<file path="src/rtl/rtc_sync_pkg.sv">
package rtc_sync_pkg;

  // Commands passed from the transaction sequencer to the bit engine.
  typedef enum logic [1:0] {
    OP_START = 2'd0,
    OP_STOP  = 2'd1,
    OP_WRITE = 2'd2,
    OP_READ  = 2'd3
  } bus_op_e;

  // Quarter periods per bit slot.
  localparam int unsigned QUARTERS = 4;

endpackage

</file>
<file path="src/rtl/rtc_sync_tick.sv">
module rtc_sync_tick #(
  parameter int unsigned DIV = 313
) (
  input  logic clk,
  input  logic rst_n,
  output logic tick
);
  localparam int unsigned CW = (DIV > 1) ? $clog2(DIV) : 1;
  localparam logic [CW-1:0] LAST = CW'(DIV - 1);

  logic [CW-1:0] cnt;

  always_ff @(posedge clk or negedge rst_n) begin
    if (!rst_n) begin
      cnt  <= '0;
      tick <= 1'b0;
    end else if (cnt == LAST) begin
      cnt  <= '0;
      tick <= 1'b1;
    end else begin
      cnt  <= cnt + 1'b1;
      tick <= 1'b0;
    end
  end
endmodule

</file>
<file path="src/rtl/rtc_sync_phy.sv">
module rtc_sync_phy
  import rtc_sync_pkg::*;
(
  input  logic       clk,
  input  logic       rst_n,
  input  logic       tick,
  input  logic       op_valid,
  input  bus_op_e    op,
  input  logic [7:0] op_byte,
  input  logic       op_nack,
  output logic       op_ready,
  output logic       done,
  output logic [7:0] rx_byte,
  output logic       ack_seen,
  output logic       scl_oe,
  output logic       sda_oe,
  input  logic       sda_in
);
  logic       busy;
  bus_op_e    cur;
  logic [7:0] sh;
  logic [3:0] bitn;
  logic [1:0] q;
  logic       last;
  logic       sda_s1, sda_s2;
  logic       is_wr;

  assign op_ready = !busy;
  assign is_wr    = (cur == OP_WRITE);

  // Two-stage synchronizer for the wire sample.
  always_ff @(posedge clk or negedge rst_n) begin
    if (!rst_n) begin
      sda_s1 <= 1'b1;
      sda_s2 <= 1'b1;
    end else begin
      sda_s1 <= sda_in;
      sda_s2 <= sda_s1;
    end
  end

  always_ff @(posedge clk or negedge rst_n) begin
    if (!rst_n) begin
      busy     <= 1'b0;
      cur      <= OP_STOP;
      sh       <= '0;
      bitn     <= '0;
      q        <= '0;
      last     <= 1'b0;
      done     <= 1'b0;
      rx_byte  <= '0;
      ack_seen <= 1'b0;
      scl_oe   <= 1'b0;
      sda_oe   <= 1'b0;
    end else begin
      done <= 1'b0;
      if (!busy) begin
        if (op_valid) begin
          busy <= 1'b1;
          cur  <= op;
          sh   <= op_byte;
          last <= op_nack;
          bitn <= '0;
          q    <= '0;
        end
      end else if (tick) begin
        q <= q + 1'b1;
        case (cur)
          OP_START: begin
            case (q)
              2'd0: sda_oe <= 1'b0;
              2'd1: scl_oe <= 1'b0;
              2'd2: sda_oe <= 1'b1;
              default: begin
                scl_oe <= 1'b1;
                busy   <= 1'b0;
                done   <= 1'b1;
              end
            endcase
          end
          OP_STOP: begin
            case (q)
              2'd0: sda_oe <= 1'b1;
              2'd1: scl_oe <= 1'b0;
              2'd2: sda_oe <= 1'b0;
              default: begin
                busy <= 1'b0;
                done <= 1'b1;
              end
            endcase
          end
          default: begin
            case (q)
              2'd0: begin
                if (bitn[3]) sda_oe <= is_wr ? 1'b0 : !last;
                else         sda_oe <= is_wr ? !sh[7] : 1'b0;
              end
              2'd1: scl_oe <= 1'b0;
              2'd2: begin
                if (bitn[3]) begin
                  ack_seen <= !sda_s2;
                end else begin
                  rx_byte <= {rx_byte[6:0], sda_s2};
                  sh      <= {sh[6:0], 1'b0};
                end
              end
              default: begin
                scl_oe <= 1'b1;
                if (bitn[3]) begin
                  busy <= 1'b0;
                  done <= 1'b1;
                end else begin
                  bitn <= bitn + 1'b1;
                end
              end
            endcase
          end
        endcase
      end
    end
  end
endmodule

</file>
<file path="src/rtl/rtc_sync_seq.sv">
module rtc_sync_seq
  import rtc_sync_pkg::*;
#(
  parameter logic [6:0]  DEV_ADDR = 7'h68,
  parameter int unsigned NUM_REGS = 7
) (
  input  logic                    clk,
  input  logic                    rst_n,
  input  logic [8*NUM_REGS-1:0]   init_time,
  output logic                    op_valid,
  output bus_op_e                 op,
  output logic [7:0]              op_byte,
  output logic                    op_nack,
  input  logic                    op_ready,
  input  logic                    done,
  input  logic [7:0]              rx_byte,
  input  logic                    ack_seen,
  output logic [8*NUM_REGS-1:0]   out_data,
  output logic                    out_valid,
  input  logic                    out_ready,
  output logic                    err
);
  localparam int unsigned WR_DATA = 3;
  localparam int unsigned WR_STOP = WR_DATA + NUM_REGS;
  localparam int unsigned RD_DATA = 5;
  localparam int unsigned RD_STOP = RD_DATA + NUM_REGS;
  localparam int unsigned SW      = $clog2(RD_STOP + 1);

  logic          reading;
  logic          waiting;
  logic          retry;
  logic [SW-1:0] step;
  int            s;

  assign s = int'(step);
  assign op_valid = !waiting && !(reading && !retry && (step == '0) && out_valid);

  // Script decode: the command for the current phase and step.
  always_comb begin
    op      = OP_STOP;
    op_byte = '0;
    op_nack = 1'b0;
    if (retry) begin
      op = OP_STOP;
    end else if (!reading) begin
      if (s == 0) begin
        op = OP_START;
      end else if (s == 1) begin
        op      = OP_WRITE;
        op_byte = {DEV_ADDR, 1'b0};
      end else if (s == 2) begin
        op      = OP_WRITE;
        op_byte = 8'h00;
      end else if (s < WR_STOP) begin
        op = OP_WRITE;
        for (int k = 0; k < NUM_REGS; k++)
          if (s == WR_DATA + k) op_byte = init_time[8*k +: 8];
      end
    end else begin
      if (s == 0 || s == 3) begin
        op = OP_START;
      end else if (s == 1) begin
        op      = OP_WRITE;
        op_byte = {DEV_ADDR, 1'b0};
      end else if (s == 2) begin
        op      = OP_WRITE;
        op_byte = 8'h00;
      end else if (s == 4) begin
        op      = OP_WRITE;
        op_byte = {DEV_ADDR, 1'b1};
      end else if (s < RD_STOP) begin
        op      = OP_READ;
        op_nack = (s == RD_STOP - 1);
      end
    end
  end

  always_ff @(posedge clk or negedge rst_n) begin
    if (!rst_n) begin
      reading   <= 1'b0;
      waiting   <= 1'b0;
      retry     <= 1'b0;
      step      <= '0;
      out_valid <= 1'b0;
      out_data  <= '0;
      err       <= 1'b0;
    end else begin
      err <= 1'b0;
      if (out_valid && out_ready) out_valid <= 1'b0;
      if (!waiting) begin
        if (op_valid && op_ready) waiting <= 1'b1;
      end else if (done) begin
        waiting <= 1'b0;
        if (op == OP_WRITE && !ack_seen) begin
          retry <= 1'b1;
          err   <= 1'b1;
          step  <= reading ? SW'(RD_STOP) : SW'(WR_STOP);
        end else if (op == OP_STOP) begin
          step  <= '0;
          retry <= 1'b0;
          if (!retry) begin
            if (!reading) reading   <= 1'b1;
            else          out_valid <= 1'b1;
          end
        end else begin
          if (op == OP_READ) begin
            for (int k = 0; k < NUM_REGS; k++)
              if (s == RD_DATA + k) out_data[8*k +: 8] <= rx_byte;
          end
          step <= step + 1'b1;
        end
      end
    end
  end
endmodule

</file>
<file path="src/rtl/rtc_sync_master.sv">
module rtc_sync_master
  import rtc_sync_pkg::*;
#(
  parameter logic [6:0]  DEV_ADDR = 7'h68,
  parameter int unsigned NUM_REGS = 7,
  parameter int unsigned QTR_DIV  = 313
) (
  input  logic                  clk,
  input  logic                  rst_n,
  input  logic [8*NUM_REGS-1:0] init_time,
  output logic                  scl_oe,
  output logic                  sda_oe,
  input  logic                  sda_in,
  output logic [8*NUM_REGS-1:0] rd_data,
  output logic                  rd_valid,
  input  logic                  rd_ready,
  output logic                  err_pulse
);
  logic       tick;
  logic       op_valid, op_ready, op_nack, done, ack_seen;
  bus_op_e    op;
  logic [7:0] op_byte, rx_byte;

  rtc_sync_tick #(.DIV(QTR_DIV)) u_tick (
    .clk  (clk),
    .rst_n(rst_n),
    .tick (tick)
  );

  rtc_sync_seq #(.DEV_ADDR(DEV_ADDR), .NUM_REGS(NUM_REGS)) u_seq (
    .clk      (clk),
    .rst_n    (rst_n),
    .init_time(init_time),
    .op_valid (op_valid),
    .op       (op),
    .op_byte  (op_byte),
    .op_nack  (op_nack),
    .op_ready (op_ready),
    .done     (done),
    .rx_byte  (rx_byte),
    .ack_seen (ack_seen),
    .out_data (rd_data),
    .out_valid(rd_valid),
    .out_ready(rd_ready),
    .err      (err_pulse)
  );

  rtc_sync_phy u_phy (
    .clk     (clk),
    .rst_n   (rst_n),
    .tick    (tick),
    .op_valid(op_valid),
    .op      (op),
    .op_byte (op_byte),
    .op_nack (op_nack),
    .op_ready(op_ready),
    .done    (done),
    .rx_byte (rx_byte),
    .ack_seen(ack_seen),
    .scl_oe  (scl_oe),
    .sda_oe  (sda_oe),
    .sda_in  (sda_in)
  );
endmodule

</file>
<file path="config.mk">
export PLATFORM = sky130hd
export DESIGN_NAME = rtc_sync_master
export DESIGN_NICKNAME = d
export VERILOG_FILES = /design/src/rtl/rtc_sync_pkg.sv /design/src/rtl/rtc_sync_tick.sv /design/src/rtl/rtc_sync_phy.sv /design/src/rtl/rtc_sync_seq.sv /design/src/rtl/rtc_sync_master.sv
export SDC_FILE = /design/constraint.sdc
export NUM_CORES = 1
export LEC_CHECK = 0
export ABC_AREA = 1
export BUFFER_PORTS_ARGS = -buffer_cell sky130_fd_sc_hd__buf_2
export CORE_ASPECT_RATIO = 0.9
export CORE_MARGIN = 8
export CORE_UTILIZATION = 42
export CTS_BUF_LIST = sky130_fd_sc_hd__clkbuf_8
export DETAILED_ROUTE_END_ITERATION = 6
export PLACE_DENSITY = 0.67
export SLEW_MARGIN = 0
export SYNTH_ARGS = -nofsm -noshare
export SYNTH_HDL_FRONTEND = slang
export SYNTH_SLANG_ARGS = --single-unit
</file>
<file path="constraint.sdc">
create_clock -name clk -period 2.3 [get_ports clk]
set_clock_uncertainty 0.15 [all_clocks]
set_input_delay 0.23 -clock clk [delete_from_list [all_inputs] [get_ports clk]]
set_output_delay 0.23 -clock clk [all_outputs]
set_load 0.03 [all_outputs]
</file>
==> results.txt, run 1 <==
The final net count is between 800 and 900. At the placement stage, the worst setup path has a slack of -0.108 ns. The slowest stage of the critical path is the sky130_fd_sc_hd__dfrtp_1 cell. The worst pin sits at a relative slew slack of a little under three fifths.

The top cell type by area accounts for 49.1% of the synthesized area. The total wire length after detailed routing came out at about 14000 um. Counting every instance in the synthesized netlist gives 643. The leakage dissipation is ~0.0035 uW. The floorplan has 39 rows.

The standard cell core area came out at around 0.012 mm2. The die is roughly 130 um wide. By count the netlist is led by sky130_fd_sc_hd__nand2_1, sky130_fd_sc_hd__dfrtp_1, sky130_fd_sc_hd__inv_1, sky130_fd_sc_hd__nor2_1, sky130_fd_sc_hd__o21ai_0.

The max-capacitance violation count came out at 0. The number of DRC markers after the initial detailed-route iteration came out at around 340. The count of yosys warnings during synthesis is 0. The critical path data arrival time came out at approximately 2.3 ns.

Once layout is complete, the cells apart from fillers number between 900 and 1000. The cell taking the most area after synthesis is sky130_fd_sc_hd__dfrtp_1. The number of nets with antenna violations after detailed routing is 0. The netlist uses 41 different library cells. The first global-routing pass estimated 23200 um of wire. Walking the worst path, the cells encountered are inv_2 -> ha_4 -> nand2_4 -> inv_4 -> nor2_4 -> nand2_2 -> nand2_2 -> nand3b_4 -> inv_4 -> nand2_4 -> nor2_8 -> nand4_4 -> buf_12 -> nand2_2 -> o21ai_2. The length of routed met3 wiring came out at ~1000 um.

The worst-margin pin slew is 0.642 ns. The launching element type of the critical path is a flop. The fraction of registers with async set or reset after synthesis is 100%.

The power consumption came out at approximately 3200 uW. The start-to-end type of the worst setup path is flop to flop. The final-report max-slew violation count came out at 0.

The level count of the clock H-tree is 3. The maximum ir drop on the vdd rail is ~430 uV. The number of antenna violations at the first check in global routing is 0. The synthesized design contains 107 register bits.

The number of global-route vias before repair was 4768. The multi-input combinational cells in the finished layout cover a total of about 0.0023 mm2. The power per unit of standard cell area came out at 484 mW/mm2. STA classifies the critical path endpoint as a flop. The kind of cell with the highest combined delay along the critical path is simple AND/OR/NAND/NOR gates. The least setup slack across all paths after layout is between 0.07 and 0.08 ns. The total count of hold-check failures in the final report came out at 0. In the post-synthesis netlist, the biggest area contributors are sky130_fd_sc_hd__dfrtp_1, sky130_fd_sc_hd__nand2_1, sky130_fd_sc_hd__inv_1.

The share of layout cells above drive strength 1 is around 27%. The vias per cell is between 4 and 5. The number of synthesized flops with an enable pin is 0. The remaining global-route overflow came out at 0. The flow ran to the end, and the final reports show no timing, DRC or antenna violations. The total of buffers placed on input and output ports came out at ~120. The maximum fanout encountered on the critical timing path came out at 8. In the synthesized netlist the dominant register cell turns out to be sky130_fd_sc_hd__dfrtp_1. Setup violations remaining at the end of the flow were counted as 0.

The longest clock path from root to sink contains 2 buffers. Relative to the synthesized area, the layout overhead comes to 24.9%. The repair_antennas step left the layout with diodes totalling 0.

The sequential element share of the synthesized area is 50.6%. For the finished layout, the period the worst path requires is between 2 and 2.5 ns. Entering global routing, the biggest net connects between 40 and 50 pins. The fill cell total of the finished layout is ~1200. Detailed routing placed a total of 6780 um of wire on met2. The required arrival time at the worst endpoint came out at 2.39 ns. The detail-routed net length per standard cell is around 15 um. The cell count after placement is between 900 and 1000. Once the floorplan was initialized, standard cells occupied ~42% of the core. The routed length on met1 came out at around 6500 um. Across all hold checks on the routed design, the worst slack comes to 0.117 ns.

The buffering stage count on the worst path with inverters included is 4. The synthesized area divided by synthesized cell count came out at 8.23 um2. The boundary pin count came out at 120. The number of vias in the routed layout is 4775.

The clock latency on the worst-skew pair is about 0.37 ns. By instance count, the cell type seen most on the critical path is sky130_fd_sc_hd__nand2_2. The placer's final routability congestion estimate is around 0.9. The largest single stage delay on the critical path is approximately 0.44 ns. In this run the cell area of the synthesized design comes to around 0.0053 mm2.

Setup repair after global routing could not meet its margin everywhere. The HPWL after detailed placement is 10500 um. The register cell area after layout came out at approximately 0.0027 mm2. Clock tree synthesis inserted a total of 9 buffers.

The floorplan die area is 0.0165 mm2. After detailed routing, the number of remaining DRC violations is 0. The height of the die is ~120 um. CTS saw approximately 110 sinks. The maximum achievable frequency came out at between 400 and 500 MHz. Global routing consumed, over all layers together, between 10% and 20% of the routing resources. The clock input transition at the sequential cells of the worst setup and hold paths is 0.10 ns.

The first detailed-routing pass took 5 iterations. TritonCTS built the clock tree. Yosys instantiated no cell more often than sky130_fd_sc_hd__nand2_1. The min-delay analysis places its worst path in the category input port to flop.

The period utilization is a little over nine tenths. The tree is rooted in a sky130_fd_sc_hd__clkbuf_8. Synthesis produced a netlist with a net count of 714. The highest layer touched by signal routing is met4.
==> area by class of cell <==
| type | instances | area share (%) |
|---|---|---|
| inverters | 68 | 3.97 |
| repair buffers | 155 | 14.3 |
| flip-flops and latches | 107 | 40.6 |
| clock inverters | 6 | 1.15 |
| clock buffers | 10 | 2.08 |
| multi-input cells | 447 | 34.9 |
| well taps | 164 | 3.10 |
==> metal layers <==
layer,vias up,global-route usage (%)
met1,2258,22.0
li1,2381,-
met5,-,0
met4,0,3.50
met2,130,28.9
met3,6,5.48
==> sequential cells by signal, indices dropped and copies added (netlist names), 2 cells and up <==
signal	flops
u_phy.rx_byte	8
u_phy.sh	8
u_phy.q	2
u_phy.cur	2
u_seq.step	4
u_seq.out_data	56
u_phy.bitn	4
u_tick.cnt	9
==> kinds of logic after synthesis <==
kind of cell / synth area share, %
XOR/XNOR: 0.992
AND/OR/NAND/NOR: 25.5
adder cells (fa/ha/maj): 2.60
buffers and inverters: 6.92
flip-flops: 50.6
AO/OA/AOI/OAI: 13.3
==> cells in the final DEF (no fill, tap or decap), drive strengths merged, types with 2 or more instances in the layout <==
cell         Yosys  final
nand2          193    193
buf             14    151
dfrtp          104    104
o21ai           86     86
inv             67     71
nor2            50     50
nand3           27     27
a21oi           23     23
nand4           17     17
clkbuf           7     11
ha              11     11
nor3             6      6
nor4             5      5
o211ai           5      5
xor2             4      4
a21boi           4      4
or2              3      3
dlygate4sd3      0      3
dfstp            3      3
nor3b            2      2
xnor2            2      2
o22ai            2      2
clkinv           1      2
==> power breakdown <==
| part | switching [uW] | total (uW) | internal (uW) |
|---|---|---|---|
| clock network | 665 | 1220 | 555 |
| logic | 53.5 | 98.8 | 45.3 |
| registers | 0.551 | 1880 | 1880 |
| total | 719 | 3200 | 2480 |
==> worst reg2reg max path: stages, from the launching register on <==
cell and delay [ns]:
sky130_fd_sc_hd__dfrtp_1 0.44, sky130_fd_sc_hd__inv_2 0.09, sky130_fd_sc_hd__ha_4 0.18, sky130_fd_sc_hd__nand2_4 0.11
sky130_fd_sc_hd__inv_4 0.05, sky130_fd_sc_hd__nor2_4 0.10, sky130_fd_sc_hd__nand2_2 0.06, sky130_fd_sc_hd__nand2_2 0.07
sky130_fd_sc_hd__nand3b_4 0.11, sky130_fd_sc_hd__inv_4 0.08, sky130_fd_sc_hd__nand2_4 0.06, sky130_fd_sc_hd__nor2_8 0.19
sky130_fd_sc_hd__nand4_4 0.15, sky130_fd_sc_hd__buf_12 0.17, sky130_fd_sc_hd__nand2_2 0.05, sky130_fd_sc_hd__o21ai_2 0.05
==> timing repair <==
action	4_1_cts	5_1_grt
setup buffers	5	4
cloned	0	1
resized for setup	0	22
setup endpoints to repair	40	55
pin swaps	1	5
hold buffers	3	0
endpoints found under the hold margin	45	0
==> worst paths after layout <==
| path | from | end | slack (ns) | depth (start not counted) |
|---|---|---|---|---|
| min in group asynchronous | rst_n | u_phy.sh[3]$_DFFE_PN0P_ | 0.27 | 2 |
| setup reg to reg | u_seq.step[1]$_DFFE_PN0P_ | u_seq.out_data[2]$_DFFE_PN0P_ | 0.08 | 15 |
| max in group asynchronous | rst_n | u_phy.sda_s2$_DFF_PN1_ | 1.09 | 3 |
| hold reg to reg | u_phy.sda_s1$_DFF_PN1_ | u_phy.sda_s2$_DFF_PN1_ | 0.23 | 0 |
| hold / removal | init_time[51] | u_phy.sh[3]$_DFFE_PN0P_ | 0.12 | 5 |
| setup / recovery | u_seq.step[1]$_DFFE_PN0P_ | u_seq.out_data[2]$_DFFE_PN0P_ | 0.08 | 15 |
==> through the flow <==
step	utilization [%]	instance area, um2	setup TNS, ns
floorplan	-	5300	0
global placement	49.6	6200	0
detailed placement	49.6	6200	-0.952
CTS	52.0	6490	0
global route	52.9	6610	-0.121
finish	52.9	6610	0
No activity file was read; power rests on OpenSTA's default activity.
==> inputs of run 2 (changes only) <==
--- a/config.mk
+++ b/config.mk
@@ -5,7 +5,6 @@
 export SDC_FILE = /design/constraint.sdc
 export NUM_CORES = 1
 export LEC_CHECK = 0
-export ABC_AREA = 1
 export BUFFER_PORTS_ARGS = -buffer_cell sky130_fd_sc_hd__buf_2
 export CORE_ASPECT_RATIO = 0.9
 export CORE_MARGIN = 8
==> results.txt, run 2 <==
The detail route stage leaves a number of antenna-violating nets equal to 0. The register cell area after layout is between 0.002 and 0.003 mm2. The worst reg-to-reg setup slack came out at approximately 0.0017 ns.

The maximum achievable frequency is 435 MHz. TritonCTS built the clock tree. Leaving out fill and tap cells, the most frequent cells in the layout are sky130_fd_sc_hd__buf_2, sky130_fd_sc_hd__dfrtp_1, sky130_fd_sc_hd__buf_4. The pin count of the biggest net entering global routing came out at 40. The final layout contains roughly 740 nets. The floorplan step set the die height to 124 um. The number of antenna diodes in the final layout is 0. The total of buffers placed on input and output ports came out at 119. The share of the synthesized area in the top cell type came out at 47.7%. In this run the cell area measured after placement is 0.00654 mm2. At the placement stage, the worst setup path has a slack of -0.149 ns. The register with the most flip-flops in the layout has 56 of them. The number of antenna violations at the first check in global routing is 0. The cell taking the most area after synthesis is sky130_fd_sc_hd__dfrtp_1. The count of yosys warnings during synthesis is 0. The cell area that synthesis handed to floorplanning was 0.00545 mm2. The clock input transition at the sequential cells of the worst setup and hold paths is 0.11 ns. After detailed routing, the number of remaining DRC violations is 0. The area growth from synthesis to layout is 29.7%. Using the TritonRoute via totals, the vias-per-cell ratio works out to around 5.6. The root buffer cell chosen for the clock tree is sky130_fd_sc_hd__clkbuf_8. The all-layer global routing usage came out at a little under a fifth.

The power per unit of standard cell area is ~460 mW/mm2. The level count of the clock H-tree came out at 3. The final-report max-slew violation count came out at 0. The number of register bits inferred by synthesis came out at about 110. The worst setup path is captured at a flop. The headroom to the max-slew limit came out at 64.2%. STA classifies the critical path startpoint as a flop. Global routing finished with a remaining overflow of 0. The slowest stage of the critical path is the sky130_fd_sc_hd__or4b_4 cell. The unique cell type count in the Yosys netlist is 65. The most common cell in the netlist is sky130_fd_sc_hd__dfrtp_1.

The final sum of negative setup slack came out at 0 ns. The clock period minus worst slack is approximately 2.3 ns. The detailed router finished its first iteration with approximately 230 violations. The number of vias in the routed layout is about 4600.

In the final layout, the registers with the most flip-flops are u_seq.out_data (56), u_tick.cnt (9). The detail-routed net length per standard cell is around 19 um. The total wire length after detailed routing is approximately 16000 um. The final-report setup violation count came out at 0.

The HPWL after detailed placement came out at 11400 um. For the worst-skew pair, the clock arrives at the later sink with an insertion delay of 0.37 ns. For this run, the leading register cell type out of synthesis is sky130_fd_sc_hd__dfrtp_1. At the worst endpoint, the arrival time is 2.47 ns. Setup repair after global routing could not meet its margin everywhere. The boundary pin count is 120. The starting density of the core came out at ~43%. Ranked by flip-flop count, first place goes to u_seq.out_data. Counting flops with a built-in enable in the synthesized netlist gives 0.

The required arrival time at the worst endpoint came out at between 2 and 2.5 ns. The leakage dissipation came out at about 0.0036 uW. The total count of hold-check failures in the final report came out at 0. Counting along the longest clock path gives a buffer depth of 2.

Once layout is done, the placed cells without fillers occupy roughly 0.007 mm2. The number of nets in the synthesized netlist is 578. The share of the core filled with cells in the final layout is approximately 56%. The library cell used most frequently in the layout, excluding fill and tap cells, is sky130_fd_sc_hd__buf_2. In the final layout, the multi-input gates occupy ~0.0027 mm2. The max-capacitance violation count is 0.

The floorplan has 39 rows. The synthesized area divided by synthesized cell count came out at between 10 and 15 um2. The sequential element share of the synthesized area came out at around 49%. The standard cell core area is between 0.01 and 0.015 mm2. In the post-synthesis netlist, the biggest area contributors are sky130_fd_sc_hd__dfrtp_1, sky130_fd_sc_hd__mux2_2, sky130_fd_sc_hd__mux2_1.

The floorplan die area came out at between 0.015 and 0.02 mm2. The worst-margin pin slew came out at about 0.54 ns. By count the netlist is led by sky130_fd_sc_hd__dfrtp_1, sky130_fd_sc_hd__nand2_1, sky130_fd_sc_hd__mux2_2, sky130_fd_sc_hd__nor2_1, sky130_fd_sc_hd__a21oi_1. Counting every sink on the clock net gives approximately 110. The run finished with clean final reports. The maximum ir drop on the vdd rail is 365 uV. The maximum fanout encountered on the critical timing path is 12.

In the post-route analysis, the smallest setup slack over all paths is between 0.0015 and 0.002 ns. The congestion estimate from routability-driven global placement came to 0.934. In the final layout, the share of cells above drive strength 1 is between 40% and 50%. The fill cell total of the finished layout came out at 1091. The delay of the slowest critical-path stage came out at 0.51 ns. The number of buffers created by CTS came out at 9. Before antenna repair, the detailed router went through 5 iterations. The period utilization is 99.9%. Traced cell by cell, the critical path runs through ha_2 -> buf_4 -> or4b_4 -> a21oi_4 -> o2111ai_4 -> nor3_2 -> or3_1.

By startpoint and endpoint, the worst setup path is classified as flop to flop. The fraction of registers with async set or reset after synthesis is 100%. The wire length of the first global-routing pass came out at around 25000 um. The cell count after synthesis came out at between 500 and 600. The cell count after placement is between 800 and 900.

The die is ~140 um wide. The final standard cell count with taps included and fillers excluded is ~840. The min-delay analysis places its worst path in the category input port to flop. The number of global-route vias before repair came out at between 4000 and 5000.
run 2: cell types whose count changed in the layout (fill, tap and decap cells not counted), sizes merged, moves of 8 or more:
cell	delta
nor2	-19
nor2b	+15
buf	+24
a221oi	+8
nand3	-9
o21ai	-63
nand2	-149
inv	-48
nand4	-12
mux2	+59
run 2: layout make-up:
type,count,share of cell area (%)
multi-input combinational,349,38.8
sequential,107,38.0
timing repair buffer,179,16.1
tap,164,2.90
clock buffer,9,1.75
clock inverter,7,1.38
inverter,22,1.20
run 2: kinds of logic (layout without fill, tap and decap cells):
| group | after synthesis | count (layout) | share of synthesized area, % |
|---|---|---|---|
| buffers and inverters | 51 | 217 | 4.09 |
| DFF | 107 | 107 | 49.2 |
| muxes | 60 | 60 | 12.4 |
| adders and majority gates | 11 | 11 | 2.52 |
| and+or+nand+nor | 155 | 155 | 15.3 |
| AOI/OAI and AO/OA | 115 | 115 | 15.2 |
| xor gates and xnor gates | 8 | 8 | 1.29 |
run 2: path summary, 6_finish.rpt:
path / startpoint / end / cells past startpoint
max: u_seq.step[1]$_DFFE_PN0P_ / u_phy.sh[6]$_DFFE_PN0P_ / 7
min: init_time[55] / u_phy.sh[7]$_DFFE_PN0P_ / 4
max reg2reg: u_seq.step[1]$_DFFE_PN0P_ / u_phy.sh[6]$_DFFE_PN0P_ / 7
min reg2reg: u_phy.sda_s1$_DFF_PN1_ / u_phy.sda_s2$_DFF_PN1_ / 0
max in group asynchronous: rst_n / u_phy.sda_s1$_DFF_PN1_ / 3
min in group asynchronous: rst_n / u_seq.out_data[21]$_DFFE_PN0P_ / 2
run 2: timing repair:
item / CTS / global route
setup endpoints to repair: 55 / 55
buffers inserted: 3 / 3
pin swaps: 8 / 13
gates cloned: 0 / 1
hold buffers: 3 / 0
endpoints found under the hold margin: 37 / 0
resized for setup: 21 / 30
run 2: worst max-delay path: cells and delay by family, from the launching register on:
kind                       cells  cell delay, ns
adders and majority gates      1            0.24
AOI/OAI and AO/OA              2            0.32
buffers and inverters          1            0.20
DFF                            1            0.48
and+or+nand+nor                3            0.87
run 2: routing by layer:
layer  GRT usage [%]  wire (um)  up-vias
met2            30.3       7290      164
met3            5.93       1360       17
met5               0          0        -
li1                -          -     2154
met1            22.9       6850     2314
met4            4.18        174        0
run 2: per-stage QoR:
stage	hold WS, ns	power [uW]
after floorplan	-0.216	1930
after global placement	0.0288	2030
after detailed placement	0.0396	2040
after CTS	0.133	3270
after global routing	0.138	3360
final	0.142	3240
run 2: where the power goes:
group | internal (uW) | switching [uW]
sequential | 1880 | 0.835
clock | 531 | 704
combinational | 52.5 | 65.3
total | 2470 | 770
